==> src/rtl/pwm_dac_pkg.sv <==
package pwm_dac_pkg;

    typedef enum logic {
        CH_LOW  = 1'b0,
        CH_HIGH = 1'b1
    } ch_state_e;

    // Rate-multiplier slot decode: the lowest set bit of the frame index
    // picks which weight bit owns that cycle (index 0 is never used).
    function automatic logic brm_hit(input logic [7:0] frame,
                                     input logic [7:0] weights,
                                     input int         fb);
        logic found;
        int   tz;
        found = 1'b0;
        tz    = 0;
        for (int k = 0; k < 8; k++) begin
            if (k < fb && !found && frame[k]) begin
                found = 1'b1;
                tz    = k;
            end
        end
        return found ? weights[fb - 1 - tz] : 1'b0;
    endfunction

endpackage

==> src/rtl/pwm_dac_regs.sv <==
module pwm_dac_regs #(
    parameter int NCH      = 5,
    parameter int DW       = 8,
    parameter int AW       = 3,
    parameter int DIV_BITS = 2
) (
    input  logic                    clk,
    input  logic                    rst_n,
    input  logic                    wr_en,
    input  logic [AW-1:0]           wr_addr,
    input  logic [DW-1:0]           wr_data,
    input  logic [AW-1:0]           rd_addr,
    output logic [DW-1:0]           rd_data,
    output logic [NCH-1:0][DW-1:0]  data_o,
    output logic [NCH-1:0]          en_o,
    output logic [DIV_BITS-1:0]     div_o
);
    localparam int ADDR_EN  = NCH;
    localparam int ADDR_DIV = NCH + 1;

    logic [NCH-1:0][DW-1:0] data_q;
    logic [NCH-1:0]         en_q;
    logic [DIV_BITS-1:0]    div_q;

    always_ff @(posedge clk) begin
        if (!rst_n) begin
            data_q <= '0;
            en_q   <= '0;
            div_q  <= '0;
        end else if (wr_en) begin
            for (int i = 0; i < NCH; i++) begin
                if (wr_addr == AW'(i)) data_q[i] <= wr_data;
            end
            if (wr_addr == AW'(ADDR_EN))  en_q  <= wr_data[NCH-1:0];
            if (wr_addr == AW'(ADDR_DIV)) div_q <= wr_data[DIV_BITS-1:0];
        end
    end

    always_comb begin
        rd_data = '0;
        for (int i = 0; i < NCH; i++) begin
            if (rd_addr == AW'(i)) rd_data = data_q[i];
        end
        if (rd_addr == AW'(ADDR_EN))  rd_data[NCH-1:0]      = en_q;
        if (rd_addr == AW'(ADDR_DIV)) rd_data[DIV_BITS-1:0] = div_q;
    end

    assign data_o = data_q;
    assign en_o   = en_q;
    assign div_o  = div_q;

    // unmapped writes leave every register untouched
    p_unmapped_write_r9: assert property (@(posedge clk) disable iff (!rst_n)
        (wr_en && (wr_addr > AW'(ADDR_DIV))) |=>
            ($stable(data_q) && $stable(en_q) && $stable(div_q)));

endmodule

==> src/rtl/pwm_dac_timebase.sv <==
module pwm_dac_timebase #(
    parameter int BB       = 5,
    parameter int FB       = 3,
    parameter int DIV_BITS = 2
) (
    input  logic                clk,
    input  logic                rst_n,
    input  logic [DIV_BITS-1:0] div_i,
    output logic                tick_o,
    output logic                wrap_o,
    output logic [BB-1:0]       base_n_o,
    output logic [FB-1:0]       frame_n_o
);
    localparam int PRE_W = 1 << DIV_BITS;

    logic [PRE_W-1:0] pre_q;
    logic [PRE_W:0]   lim_w;
    logic [BB-1:0]    base_q;
    logic [FB-1:0]    frame_q;
    logic             base_end;

    always_comb begin
        lim_w     = ((PRE_W + 1)'(1) << (32'(div_i) + 1)) - (PRE_W + 1)'(1);
        tick_o    = ({1'b0, pre_q} >= lim_w);
        base_end  = (base_q == '1);
        wrap_o    = tick_o && base_end && (frame_q == '1);
        base_n_o  = tick_o ? base_q + BB'(1) : base_q;
        frame_n_o = (tick_o && base_end) ? frame_q + FB'(1) : frame_q;
    end

    always_ff @(posedge clk) begin
        if (!rst_n) begin
            pre_q   <= '0;
            base_q  <= '0;
            frame_q <= '0;
        end else begin
            pre_q   <= tick_o ? '0 : pre_q + PRE_W'(1);
            base_q  <= base_n_o;
            frame_q <= frame_n_o;
        end
    end

    // ratio is at least two, so ticks never come back to back
    p_tick_spacing_r3: assert property (@(posedge clk) disable iff (!rst_n)
        tick_o |=> !tick_o);

    // the position only moves on a tick
    p_base_hold_r3: assert property (@(posedge clk) disable iff (!rst_n)
        !tick_o |=> ($stable(base_q) && $stable(frame_q)));

    // the frame index steps once per completed base cycle
    p_frame_step_r5: assert property (@(posedge clk) disable iff (!rst_n)
        (tick_o && base_end) |=> ((frame_q == $past(frame_q) + FB'(1)) && (base_q == '0)));

endmodule

==> src/rtl/pwm_dac_channel.sv <==
module pwm_dac_channel
    import pwm_dac_pkg::*;
#(
    parameter int BB = 5,
    parameter int FB = 3,
    parameter int DW = 8
) (
    input  logic          clk,
    input  logic          rst_n,
    input  logic          tick_i,
    input  logic          wrap_i,
    input  logic [BB-1:0] base_n_i,
    input  logic [FB-1:0] frame_n_i,
    input  logic [DW-1:0] code_i,
    output logic          pwm_o
);
    logic [DW-1:0] act_q;
    logic [DW-1:0] code_sel;
    logic [BB:0]   width_w;
    logic          extra_w;
    logic          high_n;
    ch_state_e     st_q, st_d;

    always_comb begin
        code_sel = wrap_i ? code_i : act_q;
        extra_w  = brm_hit(8'(frame_n_i), 8'(code_sel[FB-1:0]), FB);
        width_w  = {1'b0, code_sel[DW-1:FB]} + (BB + 1)'(extra_w);
        high_n   = ({1'b0, base_n_i} < width_w);
    end

    // next-state logic
    always_comb begin
        st_d = st_q;
        unique case (st_q)
            CH_LOW:  if (tick_i && high_n)  st_d = CH_HIGH;
            CH_HIGH: if (tick_i && !high_n) st_d = CH_LOW;
            default: st_d = CH_LOW;
        endcase
    end

    // state register and frame-aligned code copy
    always_ff @(posedge clk) begin
        if (!rst_n) begin
            st_q  <= CH_LOW;
            act_q <= '0;
        end else begin
            st_q <= st_d;
            if (wrap_i) act_q <= code_i;
        end
    end

    // output decode
    always_comb begin
        unique case (st_q)
            CH_HIGH: pwm_o = 1'b1;
            default: pwm_o = 1'b0;
        endcase
    end

    // the code in use only changes at a frame wrap
    p_code_frame_r7: assert property (@(posedge clk) disable iff (!rst_n)
        !wrap_i |=> $stable(act_q));

    // a zero code never drives high
    p_zero_low_r8: assert property (@(posedge clk) disable iff (!rst_n)
        (act_q == '0) |-> (st_q == CH_LOW));

    // the level holds between ticks
    p_level_hold_r4: assert property (@(posedge clk) disable iff (!rst_n)
        !tick_i |=> $stable(st_q));

endmodule

==> src/rtl/pwm_dac_top.sv <==
module pwm_dac_top #(
    parameter int NCH      = 5,
    parameter int DW       = 8,
    parameter int AW       = 3,
    parameter int BB       = 5,
    parameter int FB       = 3,
    parameter int DIV_BITS = 2
) (
    input  logic           clk,
    input  logic           rst_n,
    input  logic           wr_en,
    input  logic [AW-1:0]  wr_addr,
    input  logic [DW-1:0]  wr_data,
    input  logic [AW-1:0]  rd_addr,
    output logic [DW-1:0]  rd_data,
    input  logic [NCH-1:0] port_val,
    output logic [NCH-1:0] pin_out
);
    logic [NCH-1:0][DW-1:0] code_w;
    logic [NCH-1:0]         en_w;
    logic [DIV_BITS-1:0]    div_w;
    logic                   tick_w;
    logic                   wrap_w;
    logic [BB-1:0]          base_n_w;
    logic [FB-1:0]          frame_n_w;
    logic [NCH-1:0]         pwm_w;

    pwm_dac_regs #(.NCH(NCH), .DW(DW), .AW(AW), .DIV_BITS(DIV_BITS)) u_regs (
        .clk     (clk),
        .rst_n   (rst_n),
        .wr_en   (wr_en),
        .wr_addr (wr_addr),
        .wr_data (wr_data),
        .rd_addr (rd_addr),
        .rd_data (rd_data),
        .data_o  (code_w),
        .en_o    (en_w),
        .div_o   (div_w)
    );

    pwm_dac_timebase #(.BB(BB), .FB(FB), .DIV_BITS(DIV_BITS)) u_timebase (
        .clk       (clk),
        .rst_n     (rst_n),
        .div_i     (div_w),
        .tick_o    (tick_w),
        .wrap_o    (wrap_w),
        .base_n_o  (base_n_w),
        .frame_n_o (frame_n_w)
    );

    for (genvar g = 0; g < NCH; g++) begin : g_ch
        pwm_dac_channel #(.BB(BB), .FB(FB), .DW(DW)) u_ch (
            .clk       (clk),
            .rst_n     (rst_n),
            .tick_i    (tick_w),
            .wrap_i    (wrap_w),
            .base_n_i  (base_n_w),
            .frame_n_i (frame_n_w),
            .code_i    (code_w[g]),
            .pwm_o     (pwm_w[g])
        );
    end

    assign pin_out = (pwm_w & en_w) | (port_val & ~en_w);

    // disabled pins follow the general-purpose value
    p_gpio_pass_r6: assert property (@(posedge clk) disable iff (!rst_n)
        (((pin_out ^ port_val) & ~en_w) == '0));

endmodule

==> config.mk <==
export PLATFORM = sky130hd
export DESIGN_NAME = pwm_dac_top
export DESIGN_NICKNAME = d
export VERILOG_FILES = /design/src/rtl/pwm_dac_pkg.sv /design/src/rtl/pwm_dac_regs.sv /design/src/rtl/pwm_dac_timebase.sv /design/src/rtl/pwm_dac_channel.sv /design/src/rtl/pwm_dac_top.sv
export SDC_FILE = /design/constraint.sdc
export NUM_CORES = 1
export LEC_CHECK = 0
export ABC_CLOCK_PERIOD_IN_PS = 4150
export BUFFER_PORTS_ARGS = -buffer_cell sky130_fd_sc_hd__buf_2
export CAP_MARGIN = 20
export CORE_UTILIZATION = 45
export DETAILED_ROUTE_END_ITERATION = 8
export PLACE_DENSITY = 0.73
export SETUP_SLACK_MARGIN = 0.05
export SLEW_MARGIN = 20
export SYNTH_ARGS = -nofsm -noshare
export SYNTH_HDL_FRONTEND = slang
export SYNTH_SLANG_ARGS = --single-unit
export TNS_END_PERCENT = 50
==> constraint.sdc <==
create_clock -name clk -period 4.15 [get_ports clk]
set_input_delay 0.2075 -clock clk [delete_from_list [all_inputs] [get_ports clk]]
set_output_delay 0.2075 -clock clk [all_outputs]
set_load 0.05 [all_outputs]
==> results_dict.tcl <==
set metrics [dict create \
    outcome "finished, final reports clean" \
    chipWidth_um 115.9 \
    power_switching_mw 0.6362 \
    syn_nets 748 \
    overall_global_routing_usage 0.2345 \
    holdBufCountCts 0 \
    final_layout_size_suffix_gt1_frac 0.1431 \
    die_height_um 115.9 \
    multi_input_area_mm2 0.003588 \
    ys_seq_area_frac 0.3567 \
    synth-edff-count 0 \
    die-area_mm2 0.01343 \
    fin_tns_setup_ns 0 \
    fin_hold_ws_ns 0.1652 \
    synth.yosys.warnings 0 \
    maxCapViolCount 0 \
    synthesis.area_mm2 0.005837 \
    p_seq_frac 0.483 \
    dr_total_vias 5052 \
    n_fill_cell 1177 \
    num_antenna_cells 0 \
    fin_clk_skew_ns 0.006677 \
    wl_per_cell_um 17.03 \
    switching_share 0.2872 \
    internal_power_mw 1.579 \
    post_synth.cell_area_avg_um2 8.496 \
    final.period_utilization 0.9258 \
    worst_skew_pair.late_latency_ns 0.36 \
    core_ar_mm2 0.01262 \
    hp-class "in2reg" \
    worst_setup_path_start_kind "register" \
    initial_cell_density_of_the_core 0.4625 \
    drt_iter0_markers 303 \
    dp_hpwl_um 10960 \
    path_common_cell "ha_1" \
    layout.cells.most_common "nand2_1" \
    gr_ovfl_total 0 \
    tritoncts_clock_tree "yes" \
    path_max_fanout 15 \
    ctsRootBufferMaster "clkbuf_16" \
    tightest_slew_ns 1.158 \
    timing.final.setup_violations 0 \
    antenna_left 0 \
    setup_repair_after_global_routing_missed_its_margin "false" \
    slew_viol_final 0 \
    period_minus_slack_ns 3.842 \
    grt_first_pass_wirelength_um 24040 \
    worstPathArrival_ns 4.12 \
    route.detailed.drc 0 \
    pwr-share-clk 0.377 \
    crit_buf_inv 1 \
    area_growth_syn_to_layout_pct 11.88 \
    dominantRegCellSynth "dfxtp_1" \
    vias_per_cell 5.664 \
    antenna_violations_before_repair 0 \
    pwr_density_cell_mw_per_mm2 339.2 \
    relSlewSlack 0.2223 \
    clock_sinks 104 \
    ir_worst_vdd_v 0.0002070 \
    grt_max_degree 69 \
    io_buffers 34 \
    post-route-util 0.5175 \
    p_leak_nw 2.622 \
    cp_top_family "simple AND/OR/NAND/NOR gates" \
    power_mw 2.215 \
    biggest_cell_delay_along_the_critical_path_ns 0.43 \
    clkSlewWorstSetupHoldPaths_ns 0.08 \
    type_of_element_capturing_the_critical_path "register" \
    nNetsFinal 776 \
    cp_data_required_time_ns 4.43 \
    fp-row-count 41 \
    floorplan.io_pins 35 \
    wirelength_um 15200 \
    critical_path.slowest_cell "or3_4" \
    gp_congestion 0.9082 \
    yosys_register_bits 104 \
    max-clock-path-buffers 2 \
    critPathKind "reg2reg" \
    share_of_power_burned_in_combinational_logic 0.140 \
    asyncSetResetFlopFracSynth 0 \
    synth_cells 687 \
    fmaxAchievable_mhz 260.3 \
    cts-htree-levels 3 \
    drt_pre_antenna_iters 5 \
    timing_hold_violations_final 0 \
    cts_buffers 9 \
    yosys.cell_types.count 42 \
    via_count_of_the_first_global_routing_pass 4799 \
    cp_cell_sequence "ha_1 > and3_4 > ha_4 > nand2_1 > or3_4 > buf_12 > mux2i_1 > or2_2 > o221ai_1 > ha_2 > nand3_1 > xor2_1 > nor2_1 > a21oi_1 > ha_1 > nand3b_1 > a21o_1 > a211oi_2 > o21bai_1 > a31oi_1" \
    layout.cells.most_common_list "nand2_1 (142), dfxtp_1 (99), a21boi_0 (42)" \
    register_area_mm2 0.002088 \
]
logic make-up (layout without fill, tap and decap cells):
| group | Yosys count | after routing | share of synthesized area |
|---|---|---|---|
| AO/OA/AOI/OAI | 116 | 116 | 0.1260 |
| buffers and inverters | 45 | 78 | 0.03580 |
| AND/OR/NAND/NOR | 295 | 295 | 0.2375 |
| multiplexers | 56 | 56 | 0.1119 |
| XOR/XNOR | 31 | 31 | 0.04780 |
| other | 1 | 1 | 0.0006425 |
| flip-flops | 104 | 104 | 0.3567 |
| adder cells (fa/ha/maj) | 39 | 39 | 0.08360 |
metal layers:
layer  global-route usage  vias to the layer above  routed length [um]
met4               0.1111                        0                 510
met2               0.3940                      222                7275
li1                     -                     2397                   -
met5                    0                        -                   0
met1               0.2842                     2385                6300
met3              0.05282                       48                1108
through the flow:
stage	area [um2]	cells	setup WS (ns)
6_report	6530	892	0.3081
2_1_floorplan	5837	687	0.5360
4_1_cts	6472	890	0.1124
5_1_grt	6530	892	0.06722
3_5_place_dp	6182	874	0.1209
3_3_place_gp	6182	874	0.3204
layout make-up:
class	instances	area share
Multi-Input combinational cell	538	0.5495
Clock buffer	9	0.03449
Clock inverter	7	0.009964
Sequential cell	104	0.3198
Timing Repair Buffer	50	0.04637
Inverter	12	0.006898
Tap cell	172	0.03296
registers in the layout, summed over array words and instances (netlist names), named ones only:
signal,cells
u_timebase.frame_q,3
u_regs.data_o,40
u_regs.div_o,2
u_timebase.pre_q,4
g_ch.u_ch.act_q,40
u_timebase.base_q,5
u_regs.en_o,5
tightest hold or removal path, delay by kind of cell:
kind            cells  cell delay [ns]
buf+inv             1             0.15
simple gates        1             0.06
compound gates      1             0.06
worst paths after layout:
| kind | cells after the start | start | slack [ns] | end |
|---|---|---|---|---|
| worst min register to register | 1 | u_timebase.pre_q[0] | 0.45 | u_timebase.pre_q[0] |
| worst min-delay path | 3 | wr_data[4] | 0.17 | u_regs.data_o[28] |
| worst max register to register | 20 | u_timebase.base_q[1] | 0.31 | register |
| worst max-delay path | 20 | u_timebase.base_q[1] | 0.31 | register |
power by group through the flow:
stage,registers [mW],logic [mW],clock network [mW]
2_1_floorplan,1.07,0.216,0
4_1_cts,1.07,0.302,0.838
3_3_place_gp,1.09,0.284,0
3_5_place_dp,1.09,0.299,0
6_report,1.07,0.311,0.835
5_1_grt,1.07,0.342,0.887
Yosys cell counts (4+ instances only):
cell type    n  share of area
dfxtp_1    104           0.36
a21o_1       5         0.0064
and3_1       4         0.0043
mux2i_1     37          0.063
and2_1      21          0.023
xnor2_1     14          0.021
clkbuf_1    21          0.014
ha_1        39          0.084
xor2_1      16          0.024
nand2_1    142          0.091
nor2_1      31          0.020
a21boi_0    42          0.054
nor2b_1     40          0.043
nand3_1     29          0.025
buf_2        7         0.0060
a31oi_1      5         0.0054
o221ai_1     4         0.0060
nand4_1     11          0.012
mux4_2       5          0.019
mux2i_2      5          0.012
a21oi_1     20          0.017
o21ai_0     33          0.028
nand2b_1     5         0.0054
mux2_2       9          0.017
inv_1       12         0.0077
what timing repair did:
action                                  in CTS  in global routing
endpoints found under the setup margin       0                  5
setup buffers                                0                  2
gates resized for setup                      0                 14
(Power assumes the default switching activity.)
